`config.mk`:
```
export PLATFORM = sky130hd
export DESIGN_NAME = mono_bist_top
export DESIGN_NICKNAME = d
export VERILOG_FILES = /design/src/rtl/mono_bist_pkg.sv /design/src/rtl/mono_seq.sv /design/src/rtl/mono_cmp.sv /design/src/rtl/mono_cnt.sv /design/src/rtl/mono_bist_top.sv
export SDC_FILE = /design/constraint.sdc
export NUM_CORES = 1
export LEC_CHECK = 0
export BUFFER_PORTS_ARGS = -buffer_cell sky130_fd_sc_hd__buf_2
export CAP_MARGIN = 10
export CORE_ASPECT_RATIO = 1.25
export CORE_MARGIN = 2
export CORE_UTILIZATION = 38
export CTS_BUF_LIST = sky130_fd_sc_hd__clkbuf_16
export DETAILED_ROUTE_END_ITERATION = 10
export SLEW_MARGIN = 20
export SYNTH_ARGS = -nofsm -noshare
export SYNTH_HDL_FRONTEND = slang
export SYNTH_SLANG_ARGS = --single-unit
export TNS_END_PERCENT = 20
```
`constraint.sdc`:
```
create_clock -name clk -period 3.5 [get_ports clk]
set_clock_uncertainty 0.1 [all_clocks]
set_input_delay 0 -clock clk [delete_from_list [all_inputs] [get_ports clk]]
set_output_delay 0 -clock clk [all_outputs]
set_load 0.005 [all_outputs]
```
`src/rtl/mono_bist_pkg.sv`:
```
package mono_bist_pkg;
  typedef enum logic {
    ST_IDLE = 1'b0,
    ST_RUN  = 1'b1
  } bist_st_t;
endpackage

```
`src/rtl/mono_seq.sv`:
```
module mono_seq
  import mono_bist_pkg::*;
#(
  parameter int SAMP_W = 12
) (
  input  logic              clk,
  input  logic              rst,
  input  logic              start_i,
  input  logic              valid_i,
  input  logic [SAMP_W-1:0] samp_num_i,
  input  logic              match_i,
  output logic              take_o,
  output logic              first_o,
  output logic              done_o,
  output logic              pass_o
);
  bist_st_t          st_q;
  logic [SAMP_W-1:0] seen_q;
  logic [SAMP_W:0]   seen_inc;
  logic              last;

  always_comb begin
    take_o   = (st_q == ST_RUN) && valid_i && !start_i;
    first_o  = take_o && (seen_q == '0);
    seen_inc = {1'b0, seen_q} + 1'b1;
    last     = take_o && (seen_inc >= {1'b0, samp_num_i});
  end

  always_ff @(posedge clk) begin
    if (rst) begin
      st_q   <= ST_IDLE;
      seen_q <= '0;
      done_o <= 1'b0;
      pass_o <= 1'b0;
    end else if (start_i) begin
      st_q   <= ST_RUN;
      seen_q <= '0;
      done_o <= 1'b0;
      pass_o <= 1'b0;
    end else if (take_o) begin
      seen_q <= seen_inc[SAMP_W-1:0];
      if (last) begin
        st_q   <= ST_IDLE;
        done_o <= 1'b1;
        pass_o <= match_i;
      end
    end
  end

  // the final sample is followed by done
  p_done_after_last_r6: assert property (@(posedge clk) disable iff (rst)
    last |=> done_o);
  // done persists until a new start
  p_done_hold_r8: assert property (@(posedge clk) disable iff (rst)
    (done_o && !start_i) |=> done_o);
  // no sample is accepted once the test has finished
  p_no_take_done_r8: assert property (@(posedge clk) disable iff (rst)
    done_o |-> !take_o);
endmodule

```
`src/rtl/mono_cmp.sv`:
```
module mono_cmp #(
  parameter int CODE_W = 12
) (
  input  logic              clk,
  input  logic              rst,
  input  logic              clr_i,
  input  logic              take_i,
  input  logic              first_i,
  input  logic [CODE_W-1:0] code_i,
  output logic              ok_o
);
  logic [CODE_W-1:0] prev_q;

  always_comb ok_o = take_i && !first_i && (code_i >= prev_q);

  always_ff @(posedge clk) begin
    if (rst || clr_i) prev_q <= '0;
    else if (take_i)  prev_q <= code_i;
  end

  // the previous code only moves on an accepted sample
  p_prev_hold_r5: assert property (@(posedge clk) disable iff (rst)
    (!take_i && !clr_i) |=> $stable(prev_q));
  // every accepted sample, passing or not, becomes the new reference
  p_prev_load_r4: assert property (@(posedge clk) disable iff (rst)
    (take_i && !clr_i) |=> prev_q == $past(code_i));
endmodule

```
`src/rtl/mono_cnt.sv`:
```
module mono_cnt #(
  parameter int CNT_W = 16
) (
  input  logic             clk,
  input  logic             rst,
  input  logic             clr_i,
  input  logic             inc_i,
  output logic [CNT_W-1:0] cnt_o,
  output logic [CNT_W-1:0] cnt_nxt_o
);
  localparam logic [CNT_W-1:0] CNT_MAX = '1;
  localparam logic [CNT_W-1:0] CNT_ONE = CNT_W'(1);

  always_comb begin
    if (clr_i)                          cnt_nxt_o = '0;
    else if (inc_i && cnt_o != CNT_MAX) cnt_nxt_o = cnt_o + CNT_ONE;
    else                                cnt_nxt_o = cnt_o;
  end

  always_ff @(posedge clk) begin
    if (rst) cnt_o <= '0;
    else     cnt_o <= cnt_nxt_o;
  end

  // a full counter stays full
  p_no_overflow_r10: assert property (@(posedge clk) disable iff (rst)
    (cnt_o == CNT_MAX && !clr_i) |=> cnt_o == CNT_MAX);
  // without a clear the count moves by zero or one
  p_unit_step_r3: assert property (@(posedge clk) disable iff (rst)
    !clr_i |=> (cnt_o == $past(cnt_o)) || (cnt_o == $past(cnt_o) + CNT_ONE));
endmodule

```
`src/rtl/mono_bist_top.sv`:
```
module mono_bist_top #(
  parameter int CODE_W = 12,
  parameter int CNT_W  = 16,
  parameter int SAMP_W = 16
) (
  input  logic              clk,
  input  logic              rst,
  input  logic              start_i,
  input  logic [SAMP_W-1:0] sample_num_i,
  input  logic [CNT_W-1:0]  expect_i,
  input  logic              code_valid_i,
  input  logic [CODE_W-1:0] code_i,
  output logic              done_o,
  output logic              pass_o,
  output logic [CNT_W-1:0]  count_o
);
  logic             take;
  logic             first;
  logic             step_ok;
  logic             match;
  logic [CNT_W-1:0] cnt_nxt;

  mono_seq #(.SAMP_W(SAMP_W)) u_seq (
    .clk(clk), .rst(rst), .start_i(start_i), .valid_i(code_valid_i),
    .samp_num_i(sample_num_i), .match_i(match),
    .take_o(take), .first_o(first), .done_o(done_o), .pass_o(pass_o)
  );

  mono_cmp #(.CODE_W(CODE_W)) u_cmp (
    .clk(clk), .rst(rst), .clr_i(start_i), .take_i(take),
    .first_i(first), .code_i(code_i), .ok_o(step_ok)
  );

  mono_cnt #(.CNT_W(CNT_W)) u_cnt (
    .clk(clk), .rst(rst), .clr_i(start_i), .inc_i(step_ok),
    .cnt_o(count_o), .cnt_nxt_o(cnt_nxt)
  );

  always_comb match = (cnt_nxt == expect_i);

  // start clears every result in the next cycle
  p_clear_r9: assert property (@(posedge clk) disable iff (rst)
    start_i |=> (count_o == '0) && !done_o && !pass_o);
  // pass only accompanies done
  p_pass_gate_r7: assert property (@(posedge clk) disable iff (rst)
    pass_o |-> done_o);
  // verdict matches the final count
  p_verdict_r7: assert property (@(posedge clk) disable iff (rst)
    $rose(done_o) |-> (pass_o == (count_o == expect_i)));
  // results frozen after the test ends
  p_frozen_r8: assert property (@(posedge clk) disable iff (rst)
    (done_o && !start_i) |=> $stable(count_o) && $stable(pass_o));
endmodule

```
# [Word level (Yosys, flattened, before mapping)]
# Index checks and enable logic that the tools add are counted.
[word_totals] regBits=47 latch_bits=0 ramBits=0 rom_bits=0 in_bits=48 output_inout_bits=18 n_memories=0
[classes] add_sub_neg=2 multipliers=0 div=0 n_lt_le_gt_ge=2 eq_ne=2 n_shift=0 muxes=5 bitwise_logic=0 n_reduce_logical=16
[ops] operator="2-to-1 mux 16 bit" n=2
[ops] operator="adder 16 x 1 -> 17 bit (second input constant)" n=1
[ops] operator=">= comparator 17 x 16 -> 1 bit" n=1
[ops] operator="adder 16 x 1 -> 16 bit (second input constant)" n=1
[ops] operator="equality test 16 bit" n=1
[ops] operator="logical NOT 16 bit" n=1
[ops] operator="inequality test 16 bit (second input constant)" n=1
[ops] operator=">= comparator 12 bit" n=1
[ops] operator="logical AND 1 bit" n=7
[ops] operator="AND reduction 2 bit" n=2
[ops] operator="nonzero test 2 bit" n=2
[ops] operator="2-to-1 mux 1 bit" n=3
[ops] operator="logical NOT 1 bit" n=2
[ops] operator="OR reduction 2 bit" n=1
[ops] operator="logical OR 1 bit" n=1

# [Depth between registers and ports, before layout]
[depth] ltp_word=10 mapped_depth=17

# [By module]
# Synthesis repeated with hierarchy kept, for this count alone.
[unflattened] hier_cells=438 hier_area_um2=3582.2
[by_module_without_submodules] mod="mono_seq" instances=1 cells_per_inst=204 area_each_um2=1607.8 seq_area_each_um2=380.4
[by_module_without_submodules] mod="mono_cnt" instances=1 cells_per_inst=131 area_each_um2=1054.8 seq_area_each_um2=320.3
[by_module_without_submodules] mod="mono_cmp" instances=1 cells_per_inst=82 area_each_um2=742.0 seq_area_each_um2=240.2
[by_module_without_submodules] mod="mono_bist_top" instances=1 cells_per_inst=21 area_each_um2=177.7 seq_area_each_um2=0.0

# [Worst setup path after synthesis]
# OpenSTA, ideal clock, no wires.
[synth_timing] kind="reg-to-reg" from="register u_seq.seen_q[0]" to="register u_seq.pass_o" setup_time_ns=0.069 arrival_ns=3.164 setup_slack_ns=0.167 stages_incl_launch_ff=16 path_buffers=0 period_less_slack_ns=3.333 cell_sequence="dfxtp_1 ha_1 nand3_1 nor3_1 and3_1 nand3_1 nor2_1 xor2_1 ha_1 nand3_1 a2111oi_0 o31a_1 o2111ai_1 nor4_1 nand4_1 o21ai_1"
[synth_between] elab_cells_between_ends=13
[synth_lines] element="start: declaration" line="mono_seq.sv:18" source="logic [SAMP_W-1:0] seen_q;"
[synth_lines] element="start signal: assignment" line="mono_seq.sv:41" source="seen_q <= seen_inc[SAMP_W-1:0];"
[synth_lines] element="adder 16 x 1 -> 17 bit" line="mono_seq.sv:25" source="seen_inc = {1'b0, seen_q} + 1'b1;"
[synth_lines] element="named net u_seq.seen_inc[14]" line="mono_seq.sv:19" source="logic [SAMP_W:0] seen_inc;"
[synth_lines] element=">= comparator 17 x 16 -> 1 bit" line="mono_seq.sv:26" source="last = take_o && (seen_inc >= {1'b0, samp_num_i});"
[synth_lines] element="logical AND 1 bit" line="mono_seq.sv:26"
[synth_lines] element="AND reduction 2 bit (no line)"
[synth_lines] element="end signal: assignment" line="mono_seq.sv:45" source="pass_o <= match_i;"
[synth_lines] element="end: declaration" line="mono_seq.sv:15" source="output logic pass_o"
# The timed path passes the listed nets, and every way through them passes these cells.
# A chain may end at the register's enable or synchronous reset.

# [Final worst setup path]
[layout_timing] from="input port code_i[11]" to="register u_seq.pass_o"
[layout_between] elab_chain_cells=6
[layout_lines] element="start: declaration" line="mono_bist_top.sv:12" source="input logic [CODE_W-1:0] code_i,"
[layout_lines] element=">= comparator 12 bit" line="mono_cmp.sv:14" source="always_comb ok_o = take_i && !first_i && (code_i >= prev_q);"
[layout_lines] element="logical AND 1 bit" line="mono_cmp.sv:14"
[layout_lines] element="logical AND 1 bit" line="mono_cnt.sv:16" source="else if (inc_i && cnt_o != CNT_MAX) cnt_nxt_o = cnt_o + CNT_ONE;"
[layout_lines] element="2-to-1 mux 16 bit" line="mono_cnt.sv:16"
[layout_lines] element="2-to-1 mux 16 bit" line="mono_cnt.sv:15" source="if (clr_i) cnt_nxt_o = '0;"
[layout_lines] element="equality test 16 bit" line="mono_bist_top.sv:39" source="always_comb match = (cnt_nxt == expect_i);"
# No other way between the ends.

==> run_results.csv <==
group,metric,value,unit
status,status,"complete, no violations",
power,combPwrFrac,13.3,%
global_routing,overflow,0,
floorplanning,rows,38,
timing,fmax,306.9,MHz
place,portBuffers,65,
place,dp_slack,0.008459,ns
setup_path,crit_buf_inv,2,
timing,worstMarginPinSlew,0.7380,ns
final_layout,n_antenna_cell,0,
clock_tree,clk_pin_slew_worst_paths,0.07,ns
route,post_drt_via_cell_ratio,5.140,
logic_synthesis,synth_area_per_cell,8.342,um2
setup_path,startpoint,"code_i[11]",
logic_synthesis,ys_seq_elements,47,
place,routabilityCongestion,0.8113,
floorplanning,initial_utilization,39.29,%
final_layout,syn2layout_area_growth,27.67,%
logic_synthesis,syn_inst,412,
route,routed_wl,8546,um
timing,finalSetupViolations,0,
global_routing,grt_max_degree,35,
floorplanning,core,8748,um2
final_layout,fin_nets,578,
setup_path,start_kind,"input pin",
clock_tree,tritoncts,"yes",
route,post-route-drc-count,0,
logic_synthesis,synth_edf_count,0,
clock_tree,clkSinkCount,47,
route,vias,3187,
power,intPower,869.3,uW
min_path,hp-start,"expect_i[14]",
setup_path,path_class,"input pin to flop",
setup_path,rr_startpoint,"u_cmp.prev_q[11]$_SDFFE_PP0P_",
timing,slew_viol_final,0,
setup_path,cp_top_family,"compound AO/OA/AOI/OAI gates",
route,ant_nets,0,
logic_synthesis,yosys_most_used_dff,"dfxtp_1",
power,peakVddDrop,0.1612,mV
setup_path,arrival,3.38,ns
power,pwr-share-seq,46.6,%
final_layout,stdcell_count,620,
logic_synthesis,synth.distinct_cells,53,
timing,period_minus_slack,3.258,ns
place,place_inst,595,
power,switching_share,24.86,%
setup_path,critPathRequiredTime,3.63,ns
power,p_clk_share,40.2,%
final_layout,drive_gt1_share,27.00,%
logic_synthesis,ys_warn_count,0,
logic_synthesis,ys_async_sr_fraction,0,%
min_path,hp-class,"input pin to flop",
power,total_power,1157,uW
clock_tree,htreeDepth,2,
timing,slew_headroom,50.63,%
floorplanning,die_area,9827,um2
global_routing,grt_util_all_layers,18.25,%
setup_path,cpPeakStageDelay,0.54,ns
timing,finalCritPeriodShare,93.10,%
global_routing,grt_antenna_before_repair,0,
timing,setup_slack,0.2415,ns
timing,final_hold_viol_count,0,
floorplanning,io_pins,66,
clock_tree,clk_latency,0.29,ns
global_routing,grt_pass1_wl,14200,um
power,p_leak,0.001823,uW
route,first_pass_iters,4,
clock_tree,cts_buffer_depth,2,
route,wire_per_inst,13.78,um
power,powerDensity,263.6,nW/um2
place,hpwl,6489,um
power,switching_power,287.6,uW
route,drt_iter0_drc,120,
setup_path,crit_path_cell_trace,"dlygate4sd3_1 > buf_2 > ha_1 > nand4_2 > a2111oi_4 > o41ai_4 > a2111oi_2 > xnor2_1 > or4_1 > o311ai_1 > o221ai_1 > o21ai_1",
clock_tree,cts_root_buf,"clkbuf_16",
floorplanning,die_w,89.07,um
floorplanning,die_h,110.3,um
global_routing,grt_pass1_vias,3062,
setup_path,critPathCaptureType,"flop",
logic_synthesis,netlist_area,3437,um2
flow_run,max-cap-violations,0,
setup_path,slowest_stage,"dlygate4sd3_1",
logic_synthesis,synth_nets,491,
logic_synthesis,yosysSeqAreaShare,27.38,%
clock_tree,cts_made_buffers,5,
setup_path,path_max_fanout,11,
-- cells by family (layout without fill, tap and decap cells) --
family	Yosys count	after routing	share of synthesized area, %
fa+ha+maj	31	31	11.28
simple gates	153	153	22.42
xor+xnor	46	46	12.52
flops	47	47	27.38
mux	7	7	2.075
buf+inv	52	140	6.007
compound gates	76	76	18.31
-- synth_stat cells, drive strengths merged, types with 3 or more instances --
library cell   n  area share [%]
nand2b         4            0.73
or2            3            0.55
o221a         10             3.3
nand4         10             2.0
a211oi         7             1.5
xor2          23             5.9
nor3          12             1.9
ha            31              11
inv           35             3.8
xnor2         21             5.4
nand2         35             3.8
nor4           3            0.55
mux2i          6             1.7
nand3         16             2.3
clkbuf        15             1.6
o21ai         10             1.6
o221ai         3            0.76
nor2          43             4.7
or3            4            0.73
and3           7             1.3
and4           3            0.76
a2111oi        7             3.8
a21oi         22             3.2
a21o           7             1.5
dfxtp         47              27
-- layout by cell type (no fill, tap or decap), types with 4 or more instances in the layout --
master | netlist | final
a21o_1 | 7 | 7
nand3_1 | 16 | 12
nor2_1 | 43 | 40
mux2i_1 | 6 | 6
dfxtp_1 | 47 | 42
clkbuf_16 | 0 | 5
a21oi_1 | 22 | 22
a211oi_1 | 7 | 6
o221a_2 | 10 | 10
dlygate4sd3_1 | 0 | 16
nand2b_1 | 4 | 4
inv_1 | 35 | 36
buf_4 | 1 | 15
ha_1 | 31 | 30
or3_1 | 4 | 4
nand2_1 | 35 | 34
xor2_1 | 23 | 23
xnor2_1 | 21 | 21
buf_2 | 0 | 65
nor3_1 | 11 | 9
nand3_2 | 0 | 4
o21ai_0 | 8 | 8
and3_1 | 7 | 4
nand4_1 | 9 | 9
-- per-layer routing --
metal	GRT usage (%)	up-vias	wire, um	share of wire [%]
li1	-	1645	-	-
met1	22.53	1464	3748	44
met2	33.10	71	4361	51
met3	2.532	7	342	4.0
met4	4.478	0	94	1.1
met5	0	-	0	0
-- what timing repair did --
| item | in CTS | in global routing |
|---|---|---|
| gates cloned | 0 | 0 |
| hold endpoints to repair | 15 | 0 |
| setup endpoints to repair | 1 | 3 |
| gates resized for setup | 0 | 29 |
| buffers inserted | 1 | 0 |
| hold buffers | 16 | 0 |
| pin swaps | 1 | 12 |
-- registers in the layout (all words and copies together) (netlist names) --
| name | cells |
|---|---|
| u_cmp.prev_q | 12 |
| u_cnt.cnt_o | 16 |
| u_seq.done_o | 1 |
| u_seq.pass_o | 1 |
| u_seq.seen_q | 16 |
| u_seq.st_q | 1 |
-- worst min-delay path: stages --
cell and delay [ns]:
buf_2 0.10, nor3_1 0.05, o221ai_1 0.14, o21ai_1 0.07
-- worst paths after layout --
path,to,slack [ns],cells after the start
worst max-delay path,u_seq.pass_o$_SDFFE_PP0P_,0.24,12
worst min-delay path,u_seq.pass_o$_SDFFE_PP0P_,0.02,4
worst max register to register,u_seq.pass_o$_SDFFE_PP0P_,0.25,11
worst min register to register,u_cmp.prev_q[11]$_SDFFE_PP0P_,0.36,2
-- stage by stage --
| step | setup TNS [ns] | hold WS [ns] | cell area, um2 | util (%) |
|---|---|---|---|---|
| floorplan | 0 | -0.02762 | 3437 | - |
| global placement | 0 | 0.1332 | 3963 | 45.29 |
| detailed placement | 0 | 0.1393 | 3963 | 45.29 |
| CTS | 0 | 0.005794 | 4272 | 48.83 |
| global route | -0.02261 | 0.08040 | 4388 | 50.16 |
| finish | 0 | 0.02471 | 4388 | 50.16 |
-- cell type report --
class	instances	area [um2]
clock inverter	3	16.27
sequential	47	954.7
multi-input combinational	313	2392
inverter	35	131.4
clock buffer	5	125.1
timing repair buffer	97	618.1
tap	120	150.1
fill	872	4360
-- power by group through the flow --
stage / clock network (uW) / logic [uW] / registers [uW]
2_1_floorplan: 0 / 77.0 / 552
3_3_place_gp: 0 / 135 / 552
5_1_grt: 496 / 171 / 539
6_report: 465 / 153 / 539
3_5_place_dp: 0 / 137 / 553
4_1_cts: 482 / 151 / 540
Note: power is estimated with default switching activity, not from simulation.
